File: config.mk
export PLATFORM = sky130hd
export DESIGN_NAME = vpic_top
export DESIGN_NICKNAME = d
export VERILOG_FILES = /design/src/rtl/vpic_pkg.sv /design/src/rtl/vpic_cfgmask.sv /design/src/rtl/vpic_pick.sv /design/src/rtl/vpic_service.sv /design/src/rtl/vpic_top.sv
export SDC_FILE = /design/constraint.sdc
export NUM_CORES = 1
export LEC_CHECK = 0
export CORE_MARGIN = 10
export CORE_UTILIZATION = 68
export CTS_CLUSTER_DIAMETER = 40
export DETAILED_ROUTE_END_ITERATION = 12
export DONT_BUFFER_PORTS = 1
export PLACE_DENSITY = 0.9
export SLEW_MARGIN = 5
export SYNTH_ARGS = -nofsm -noshare
export SYNTH_HDL_FRONTEND = slang
export SYNTH_SLANG_ARGS = --single-unit
File: constraint.sdc
create_clock -name clk -period 55.5 [get_ports clk]
set_input_delay 0 -clock clk [delete_from_list [all_inputs] [get_ports clk]]
set_output_delay 0 -clock clk [all_outputs]
set_load 0.05 [all_outputs]
File: src/rtl/vpic_pkg.sv
package vpic_pkg;
  typedef enum logic [1:0] {
    A_CFG  = 2'd0,
    A_MASK = 2'd1,
    A_ISR  = 2'd2,
    A_VEC  = 2'd3
  } vpic_addr_e;

  localparam int CFG_GIE_BIT = 7;
  localparam int CFG_HP_LSB  = 13;
  localparam int VEC_LSB     = 11;
  localparam int ACK_BIT     = 0;

  // Rank of a vector: the promoted source (if non-zero) ranks above all.
  function automatic int prio_rank(int idx, int hp, int top);
    return (idx == hp && hp != 0) ? top : idx;
  endfunction
endpackage

File: src/rtl/vpic_cfgmask.sv
module vpic_cfgmask
  import vpic_pkg::*;
#(
  parameter int NSRC   = 32,
  parameter int DATA_W = 32,
  localparam int VW    = $clog2(NSRC)
) (
  input  logic              clk,
  input  logic              rst_n,
  input  logic              wr_en,
  input  logic [1:0]        addr,
  input  logic [DATA_W-1:0] wdata,
  output logic              gie_q,
  output logic [VW-1:0]     hp_q,
  output logic [NSRC-1:0]   mask_q
);
  logic            gie_d;
  logic [VW-1:0]   hp_d;
  logic [NSRC-1:0] mask_d;
  logic            cfg_en, mask_en;

  assign cfg_en  = wr_en && (addr == A_CFG);
  assign mask_en = wr_en && (addr == A_MASK);

  always_comb begin
    gie_d  = gie_q;
    hp_d   = hp_q;
    mask_d = mask_q;
    if (cfg_en) begin
      gie_d = wdata[CFG_GIE_BIT];
      hp_d  = wdata[CFG_HP_LSB +: VW];
    end
    if (mask_en) mask_d = wdata[NSRC-1:0];
  end

  always_ff @(posedge clk or negedge rst_n) begin
    if (!rst_n) begin
      gie_q  <= 1'b0;
      hp_q   <= '0;
      mask_q <= '0;
    end else begin
      if (cfg_en) begin
        gie_q <= gie_d;
        hp_q  <= hp_d;
      end
      if (mask_en) mask_q <= mask_d;
    end
  end
endmodule

File: src/rtl/vpic_pick.sv
module vpic_pick
  import vpic_pkg::*;
#(
  parameter int NSRC = 32,
  localparam int VW  = $clog2(NSRC),
  localparam int RW  = $clog2(NSRC + 1)
) (
  input  logic [NSRC-1:0] req,
  input  logic [VW-1:0]   hp,
  output logic            found,
  output logic [VW-1:0]   idx,
  output logic [RW-1:0]   rank
);
  logic [RW-1:0] r;

  always_comb begin
    found = 1'b0;
    idx   = '0;
    rank  = '0;
    r     = '0;
    for (int i = 0; i < NSRC; i++) begin
      r = RW'(prio_rank(i, int'(hp), NSRC));
      if (req[i] && (!found || r > rank)) begin
        found = 1'b1;
        idx   = VW'(i);
        rank  = r;
      end
    end
  end
endmodule

File: src/rtl/vpic_service.sv
module vpic_service #(
  parameter int NSRC   = 32,
  parameter int DATA_W = 32,
  localparam int VW    = $clog2(NSRC)
) (
  input  logic              clk,
  input  logic              rst_n,
  input  logic              ack,
  input  logic              isr_wr,
  input  logic [DATA_W-1:0] wdata,
  input  logic              win_found,
  input  logic [VW-1:0]     win_idx,
  output logic [NSRC-1:0]   isr_q,
  output logic [VW-1:0]     vec_q
);
  logic [NSRC-1:0] isr_d;
  logic [VW-1:0]   vec_d;
  logic            isr_en;

  assign isr_en = ack || isr_wr;

  always_comb begin
    isr_d = isr_q;
    vec_d = vec_q;
    if (isr_wr) isr_d = isr_q & ~wdata[NSRC-1:0];
    if (ack) begin
      vec_d        = win_found ? win_idx : '0;
      isr_d[vec_d] = 1'b1;
    end
  end

  always_ff @(posedge clk or negedge rst_n) begin
    if (!rst_n) begin
      isr_q <= '0;
      vec_q <= '0;
    end else begin
      if (isr_en) isr_q <= isr_d;
      if (ack)    vec_q <= vec_d;
    end
  end
endmodule

File: src/rtl/vpic_top.sv
module vpic_top
  import vpic_pkg::*;
#(
  parameter int NSRC   = 32,
  parameter int DATA_W = 32,
  localparam int VW    = $clog2(NSRC),
  localparam int RW    = $clog2(NSRC + 1)
) (
  input  logic              clk,
  input  logic              rst_n,
  input  logic [NSRC-1:0]   src,
  input  logic              wr_en,
  input  logic [1:0]        addr,
  input  logic [DATA_W-1:0] wdata,
  output logic [DATA_W-1:0] rdata,
  output logic              irq
);
  logic            rst_meta, rst_sync;
  logic            gie_q;
  logic [VW-1:0]   hp_q;
  logic [NSRC-1:0] mask_q, isr_q, pend, elig;
  logic [VW-1:0]   vec_q, win_idx, isr_idx;
  logic [RW-1:0]   isr_rank, win_rank;
  logic            isr_found, win_found;
  logic            ack, isr_wr;

  always_ff @(posedge clk or negedge rst_n) begin
    if (!rst_n) begin
      rst_meta <= 1'b0;
      rst_sync <= 1'b0;
    end else begin
      rst_meta <= 1'b1;
      rst_sync <= rst_meta;
    end
  end

  assign ack    = wr_en && (addr == A_VEC) && wdata[ACK_BIT];
  assign isr_wr = wr_en && (addr == A_ISR);

  vpic_cfgmask #(.NSRC(NSRC), .DATA_W(DATA_W)) u_cfg (
    .clk(clk), .rst_n(rst_sync), .wr_en(wr_en), .addr(addr), .wdata(wdata),
    .gie_q(gie_q), .hp_q(hp_q), .mask_q(mask_q)
  );

  // Line 0 is reserved for the error vector.
  assign pend = src & mask_q & ~NSRC'(1);

  vpic_pick #(.NSRC(NSRC)) u_isr_pick (
    .req(isr_q), .hp(hp_q), .found(isr_found), .idx(isr_idx), .rank(isr_rank)
  );

  for (genvar g = 0; g < NSRC; g++) begin : g_elig
    assign elig[g] = pend[g] &&
                     (!isr_found || (RW'(prio_rank(g, int'(hp_q), NSRC)) > isr_rank));
  end

  vpic_pick #(.NSRC(NSRC)) u_win_pick (
    .req(elig), .hp(hp_q), .found(win_found), .idx(win_idx), .rank(win_rank)
  );

  vpic_service #(.NSRC(NSRC), .DATA_W(DATA_W)) u_svc (
    .clk(clk), .rst_n(rst_sync), .ack(ack), .isr_wr(isr_wr), .wdata(wdata),
    .win_found(win_found), .win_idx(win_idx), .isr_q(isr_q), .vec_q(vec_q)
  );

  assign irq = gie_q && win_found;

  always_comb begin
    rdata = '0;
    unique case (addr)
      A_CFG: begin
        rdata[CFG_GIE_BIT]       = gie_q;
        rdata[CFG_HP_LSB +: VW]  = hp_q;
      end
      A_MASK: rdata[NSRC-1:0]    = mask_q;
      A_ISR:  rdata[NSRC-1:0]    = isr_q;
      A_VEC:  rdata[VEC_LSB +: VW] = vec_q;
      default: rdata = '0;
    endcase
  end
endmodule

==> impl_metrics.json, run 1 <==
{
  "run_status": "stopped before the end",
  "outcome.stop_stage": "clock tree synthesis (4_1_cts)",
  "stop_error": "[ERROR DPL-0038] Utilization greater than 100%, impossible to legalize",
  "post_cts.repair.setup_buffers": 188,
  "port_buffers": 0,
  "ios": 102,
  "root_buffer": "clkbuf_16",
  "clock_sinks": 77,
  "synth_ff_type": "dfrtp_1",
  "async_flop_share": 1.00,
  "yosys.area.top_type": "ha_1",
  "place_ws_ns": -31.77,
  "clockBufferDepth": 2,
  "ys_ff_latch": 77,
  "cts_buffers": 9,
  "synth-seq-area-share": 0.104,
  "hold_buffers": 34,
  "die_y_um": 185,
  "syn-num-nets": 2801,
  "synthesis.area_um2": 18500,
  "dp_hpwl_um": 80600,
  "yosys_warnings": 0,
  "synth_edf_count": 0,
  "yosys.area.top_type_share": 0.220,
  "htree_levels": 3,
  "synth_area_per_cell_um2": 7.70,
  "post_cts_resized": 423,
  "place_congestion": 1.08,
  "syn-instance-count": 2406,
  "initial_core_util": 0.689,
  "die-width_um": 185,
  "rows": 60,
  "post_synth_main_area_contributors": "ha_1 (22%), dfrtp_1 (10%), nand2_1 (6.1%), mux2_2 (4.5%), a21oi_1 (4.4%)",
  "yosysUniqueCellTypes": 130
}
-- cells in the mapped netlist (all sizes together), types with 13 or more instances --
library cell / count
ha: 326
nand2: 306
a21oi: 172
nor2: 150
o21ai: 131
inv: 117
mux2: 85
a21o: 83
nand3: 79
dfrtp: 77
nor2b: 58
a31oi: 50
o211ai: 45
o21a: 45
nor3: 42
and2: 41
and3: 39
buf: 39
nand4: 38
o31ai: 38
a211oi: 30
nand2b: 30
a22oi: 29
clkbuf: 27
mux2i: 25
or2: 21
or3: 16
o211a: 15
o21bai: 15
a211o: 14
and4: 13
nor3b: 13
-- stage by stage --
step | cells | instance area [um2] | utilization | setup TNS (ns)
after floorplan | 2406 | 20200 | - | -844.39
after global placement | 3442 | 25900 | 0.964 | -811.80
after detailed placement | 3442 | 25900 | 0.964 | -1168.37
-- logic make-up after synthesis --
| kind of cell | share of synthesized area |
|---|---|
| and+or+nand+nor | 0.240 |
| AOI/OAI and AO/OA | 0.324 |
| adders and majority gates | 0.220 |
| buffers and inverters | 0.0455 |
| muxes | 0.0654 |
| DFF | 0.104 |
| other | 0.000202 |
==> inputs of run 2 (changes only) <==
--- a/config.mk
+++ b/config.mk
@@ -6,11 +6,10 @@
 export NUM_CORES = 1
 export LEC_CHECK = 0
 export CORE_MARGIN = 10
-export CORE_UTILIZATION = 68
-export CTS_CLUSTER_DIAMETER = 40
+export CORE_UTILIZATION = 40
 export DETAILED_ROUTE_END_ITERATION = 12
 export DONT_BUFFER_PORTS = 1
-export PLACE_DENSITY = 0.9
+export PLACE_DENSITY_LB_ADDON = 0.15
 export SLEW_MARGIN = 5
 export SYNTH_ARGS = -nofsm -noshare
 export SYNTH_HDL_FRONTEND = slang
==> run 2 against run 1 <==
Against the previous run:
- synthesized cell count is the same
- area after synthesis unchanged
- the flow now finishes, with violations (negative setup slack)
==> impl_metrics.json, run 2 <==
{
  "cts_buffers": 9,
  "ys_ff_latch": 77,
  "synthSimpleGateAreaFrac": 0.240,
  "die_y_um": 235,
  "drv_slew": 0,
  "critPathArrivalTime_ns": 80.02,
  "drt-total-wl_um": 91100,
  "dieArea_um2": 55300,
  "ios": 102,
  "synth_mux_area_frac": 0.0654,
  "setup_viol": 37,
  "yosysUniqueCellTypes": 130,
  "synth_edf_count": 0,
  "grt_max_degree": 76,
  "root_buffer": "clkbuf_16",
  "final_hold_viol_count": 0,
  "cts_tree": "yes",
  "cpPeakStageDelay_ns": 0.55,
  "worst-path-max-fanout": 8,
  "period_minus_slack_ns": 79.72,
  "tightest_slew_ns": 1.25,
  "clkTransAtPathRegs_ns": 0.08,
  "vias_per_cell": 5.96,
  "hp-start": "wr_en",
  "hp-class": "input port to flip-flop",
  "synth_top_family_by_area": "compound AO/OA/AOI/OAI gates",
  "run_status": "finished with violations",
  "core-area_um2": 45600,
  "worstSetupPathType": "flip-flop to flip-flop",
  "rows": 78,
  "yosys.area.top_type": "ha_1",
  "synth_area_per_cell_um2": 7.70,
  "synth_ff_type": "dfrtp_1",
  "r2r_start": "u_cfg.hp_q[3]",
  "final_cell_mix": "buf_4 (1099), nand2_1 (255), ha_1 (229)",
  "timing.critical_path.mode_cell": "ha_4",
  "skew_ns": 0.0120,
  "clockBufferDepth": 2,
  "clock_latency_ns": 0.38,
  "grt_pass1_wl_um": 134000,
  "yosys_warnings": 0,
  "initial_core_util": 0.407,
  "synthesis.area_um2": 18500,
  "r2r_cells": 446,
  "async_flop_share": 1.00,
  "slowest_stage": "or4_4",
  "setup_ws_ns": -24.22,
  "whs_path_depth": 2,
  "period_share": 1.44,
  "wl_met1_um": 36400,
  "setup_tns_ns": -892.15,
  "first_global_vias": 24600,
  "post_synth_main_area_contributors": "ha_1 (22%), dfrtp_1 (10%), nand2_1 (6.1%), mux2_2 (4.5%), a21oi_1 (4.4%)",
  "final_nets": 3937,
  "critPathRequiredTime_ns": 55.79,
  "synthAdderAreaFrac": 0.220,
  "maxCapViolCount": 0,
  "port_buffers": 0,
  "synth-seq-area-share": 0.104,
  "syn-instance-count": 2406,
  "yosysMostFrequentCell": "ha_1",
  "final_common_cell": "buf_4",
  "dr.first_iter.drc_count": 1751,
  "yosys.area.top_type_share": 0.220,
  "antenna_found_initial": 4,
  "failed_checks": "negative setup slack",
  "dp_cells": 3754,
  "final_core_utilization": 0.714,
  "min_delay_worst_endpoint": "u_cfg.gie_q",
  "die-width_um": 235,
  "layoutNonFillerInstCount": 4148,
  "fmax_mhz": 12.5,
  "syn-num-nets": 2801,
  "place_congestion": 0.981,
  "htree_levels": 3,
  "dp_hpwl_um": 65300,
  "rsz0062_at_grt": "yes",
  "drt-pass1-iter-count": 7,
  "track_usage": 0.297,
  "drive_gt1_frac": 0.532,
  "crit_path_start_kind": "flip-flop",
  "drcViolationCount": 0,
  "grt-ovfl-total": 0,
  "drt.antenna.violating_nets": 0,
  "wl_met3_um": 5340,
  "avgRoutedWirePerCell_um": 22.0,
  "routed.top_layer": "met5",
  "synth_compound_area_frac": 0.324,
  "reg_top3": "u_cfg.mask_q x32, u_svc.isr_q x32",
  "syn2layout_area_growth_pct": 75.6,
  "route.vias.total": 24700,
  "yosys.area_share.xor_xnor": 0,
  "rrSetupSlack_ns": -24.22,
  "met2WireLength_um": 44200,
  "slew_headroom": 0.166,
  "synth_common_cells": "ha_1 (326), nand2_1 (303), a21oi_1 (164)",
  "crit_path_end_kind": "flip-flop",
  "clock_sinks": 77,
  "reg2reg_to": "u_svc.isr_q[5]"
}
[run 2: cell counts after synthesis]
Identical to the previous run, type by type.
[run 2: final cells by class]
| class | count | area, um2 |
|---|---|---|
| clock buffers | 9 | 225 |
| repair buffers | 1191 | 9370 |
| fillers | 3507 | 13000 |
| diodes | 1 | 2.50 |
| flip-flops and latches | 77 | 1930 |
| well taps | 600 | 751 |
| clock inverters | 7 | 73.8 |
| inverters | 118 | 445 |
| multi-input cells | 2145 | 19800 |
[run 2: worst max path at each step]
| stage | slack (ns) | end | cells past startpoint | start |
|---|---|---|---|---|
| 2_1_floorplan | -22.90 | u_svc.isr_q[16] | 454 | u_cfg.hp_q[3] |
| 3_3_place_gp | -23.72 | u_svc.isr_q[5] | 451 | u_cfg.hp_q[2] |
| 3_5_place_dp | -25.55 | u_svc.isr_q[5] | 455 | u_cfg.hp_q[2] |
| 4_1_cts | -22.76 | u_svc.isr_q[7] | 441 | u_cfg.hp_q[3] |
| 5_1_grt | -27.59 | u_svc.isr_q[5] | 451 | u_cfg.hp_q[3] |
| 6_report | -24.22 | u_svc.isr_q[5] | 446 | u_cfg.hp_q[3] |
[run 2: worst max-delay path: cells and delay by family (launching register included)]
| kind | cells | cell delay [ns] |
|---|---|---|
| adder cells (fa/ha/maj) | 55 | 14.19 |
| AO/OA/AOI/OAI | 195 | 34.18 |
| buffers and inverters | 49 | 6.00 |
| flip-flops | 1 | 0.40 |
| multiplexers | 22 | 7.03 |
| AND/OR/NAND/NOR | 125 | 17.70 |
[run 2: what timing repair did]
item | 4_1_cts | 5_1_grt
endpoints found under the setup margin | 37 | 37
pin swaps | 275 | 286
setup buffers | 258 | 87
gates cloned | 3 | 2
gates resized for setup | 241 | 272
hold buffers | 34 | 0
endpoints found under the hold margin | 72 | 0
[run 2: per-stage QoR]
step	hold slack [ns]	area [um2]	setup slack, ns
after floorplan	-0.296	20200	-22.90
after global placement	-0.295	26700	-23.72
after detailed placement	-0.295	26700	-25.55
after CTS	0.0645	30500	-22.76
after global routing	0.0833	32500	-27.59
final	0.0845	32500	-24.22
[run 2: per-layer routing]
metal	vias up	track usage
met1	12100	0.342
met2	878	0.533
met3	252	0.0375
met5	-	0
li1	11500	-
met4	2	0.142
[run 2: cell families after synthesis]
family                     Yosys count
and+or+nand+nor                    882
AOI/OAI and AO/OA                  826
adders and majority gates          326
buffers and inverters              184
muxes                              110
DFF                                 77
other                                1
Power of run 2 is not shown: default switching activity piles up to over one toggle a cycle in this logic, so the estimate is an artifact.
==> inputs of run 3 (changes only) <==
--- a/config.mk
+++ b/config.mk
@@ -10,6 +10,7 @@
 export DETAILED_ROUTE_END_ITERATION = 12
 export DONT_BUFFER_PORTS = 1
 export PLACE_DENSITY_LB_ADDON = 0.15
+export SETUP_SLACK_MARGIN = 0.15
 export SLEW_MARGIN = 5
 export SYNTH_ARGS = -nofsm -noshare
 export SYNTH_HDL_FRONTEND = slang
==> run 3 against run 2 <==
Against the previous run:
- the run still ends with negative setup slack left
- global-route usage increased by 0.27 points
- die area did not move
- wire length grew 0.77%
- flip-flop and latch count stayed put
- core utilization grew 0.43 points
- critical path depth grew 6
- first-iteration DRC count down 2.9%
- clock skew fell by 0.0015 ns
- non-clock buffer count rose by 5
- via count rose by 0.25%
- maximum frequency shrank 0.15%
- final cell count up 0.17%
==> impl_metrics.json, run 3 (synthesized netlist as in run 2, its figures left out) <==
{
  "period_share": 1.44,
  "fmax_mhz": 12.5,
  "place_congestion": 0.981,
  "initial_core_util": 0.407,
  "drt-pass1-iter-count": 6,
  "tightest_slew_ns": 1.28,
  "worstSetupPathType": "flip-flop to flip-flop",
  "worst-path-max-fanout": 5,
  "grt_pass1_wl_um": 135000,
  "hp-class": "input port to flip-flop",
  "rows": 78,
  "die-width_um": 235,
  "clkTransAtPathRegs_ns": 0.08,
  "final_hold_viol_count": 0,
  "slowest_stage": "or4_4",
  "antenna_found_initial": 3,
  "multi_input_area_um2": 19800,
  "route.vias.total": 24800,
  "dieArea_um2": 55300,
  "run_status": "finished with violations",
  "syn2layout_area_growth_pct": 76.7,
  "crit_path_end_kind": "flip-flop",
  "grt_max_degree": 76,
  "timing.critical_path.mode_cell": "buf_4",
  "avgRoutedWirePerCell_um": 22.1,
  "reg_top3": "u_cfg.mask_q x32, u_svc.isr_q x32",
  "drv_slew": 0,
  "final_cell_mix": "buf_4 (1087), nand2_1 (255), ha_1 (228)",
  "grt-ovfl-total": 0,
  "final_common_cell": "buf_4",
  "first_global_vias": 24800,
  "port_buffers": 0,
  "vias_per_cell": 5.96,
  "period_minus_slack_ns": 79.84,
  "ios": 102,
  "design_area_um2": 32700,
  "critPathRequiredTime_ns": 55.78,
  "drcViolationCount": 0,
  "cts_buffers": 9,
  "final_nets": 3942,
  "die_y_um": 235,
  "track_usage": 0.299,
  "clock_latency_ns": 0.38,
  "failed_checks": "negative setup slack",
  "fillCellCount": 3478,
  "setup_ws_ns": -24.34,
  "skew_ns": 0.0105,
  "clock_sinks": 77,
  "htree_levels": 3,
  "dp_hpwl_um": 65300,
  "dr.first_iter.drc_count": 1701,
  "drive_gt1_frac": 0.532,
  "crit_path_start_kind": "flip-flop",
  "clockBufferDepth": 2,
  "area.sequential_um2": 1930,
  "maxCapViolCount": 0,
  "cpPeakStageDelay_ns": 0.54,
  "slew_headroom": 0.136,
  "placed_area_um2": 26700,
  "root_buffer": "clkbuf_16",
  "core-area_um2": 45600,
  "cts_tree": "yes",
  "critPathArrivalTime_ns": 80.12,
  "drt.antenna.violating_nets": 0,
  "final_core_utilization": 0.718,
  "rsz0062_at_grt": "yes",
  "drt-total-wl_um": 91800,
  "setup_viol": 37
}
run 3: cell types whose count changed in the layout (fill, tap and decap cells not counted), sizes merged:
cell,before,now
clkbuf,11,9
bufbuf,0,2
buf,1155,1160
diode,1,3
run 3: critical path, delay by kind of cell (launching register included):
family,cells,cell delay [ns]
flip-flops,1,0.38
adder cells (fa/ha/maj),54,13.95
multiplexers,24,7.60
buffers and inverters,65,8.03
AO/OA/AOI/OAI,187,32.27
AND/OR/NAND/NOR,122,17.20
run 3: layout make-up:
class,count,area share
clock inverters,7,0.00225
diodes,3,0.000229
multi-input cells,2145,0.605
inverters,118,0.0137
clock buffers,9,0.00688
well taps,600,0.0229
repair buffers,1196,0.290
flip-flops and latches,77,0.0590
run 3: path summary, 6_finish.rpt:
check	slack [ns]	cells past startpoint	to	from
max	-24.34	452	u_svc.isr_q[0]	u_cfg.hp_q[2]
min	0.09	2	u_cfg.gie_q	wr_en
max reg2reg	-24.34	452	u_svc.isr_q[0]	u_cfg.hp_q[2]
min reg2reg	0.37	0	rst_sync	rst_meta
max in group asynchronous	54.20	0	u_cfg.mask_q[29]	rst_sync
min in group asynchronous	0.49	2	rst_meta	rst_n
run 3: routing by layer:
metal	up-vias	track usage	share of wire
met3	263	0.0360	0.055
met4	0	0.148	0.058
li1	11500	-	-
met5	-	0	0
met2	850	0.536	0.49
met1	12100	0.345	0.40
run 3: timing repair:
item	in CTS	in global routing
hold buffers	34	0
endpoints found under the hold margin	72	0
pin swaps	281	303
gates cloned	5	0
buffers inserted	259	84
endpoints found under the setup margin	37	37
gates resized for setup	274	259
run 3: metrics by stage:
step | hold WS (ns) | setup slack, ns | TNS, ns | cells
after detailed placement | -0.295 | -25.55 | -941.85 | 3754
after global routing | 0.0830 | -27.83 | -1026.10 | 4152
after CTS | 0.0645 | -22.78 | -838.90 | 4068
after floorplan | -0.296 | -22.90 | -844.39 | 2406
final | 0.0890 | -24.34 | -897.17 | 4155
after global placement | -0.295 | -23.72 | -873.95 | 3754
Power of run 3 is left out for the same reason.
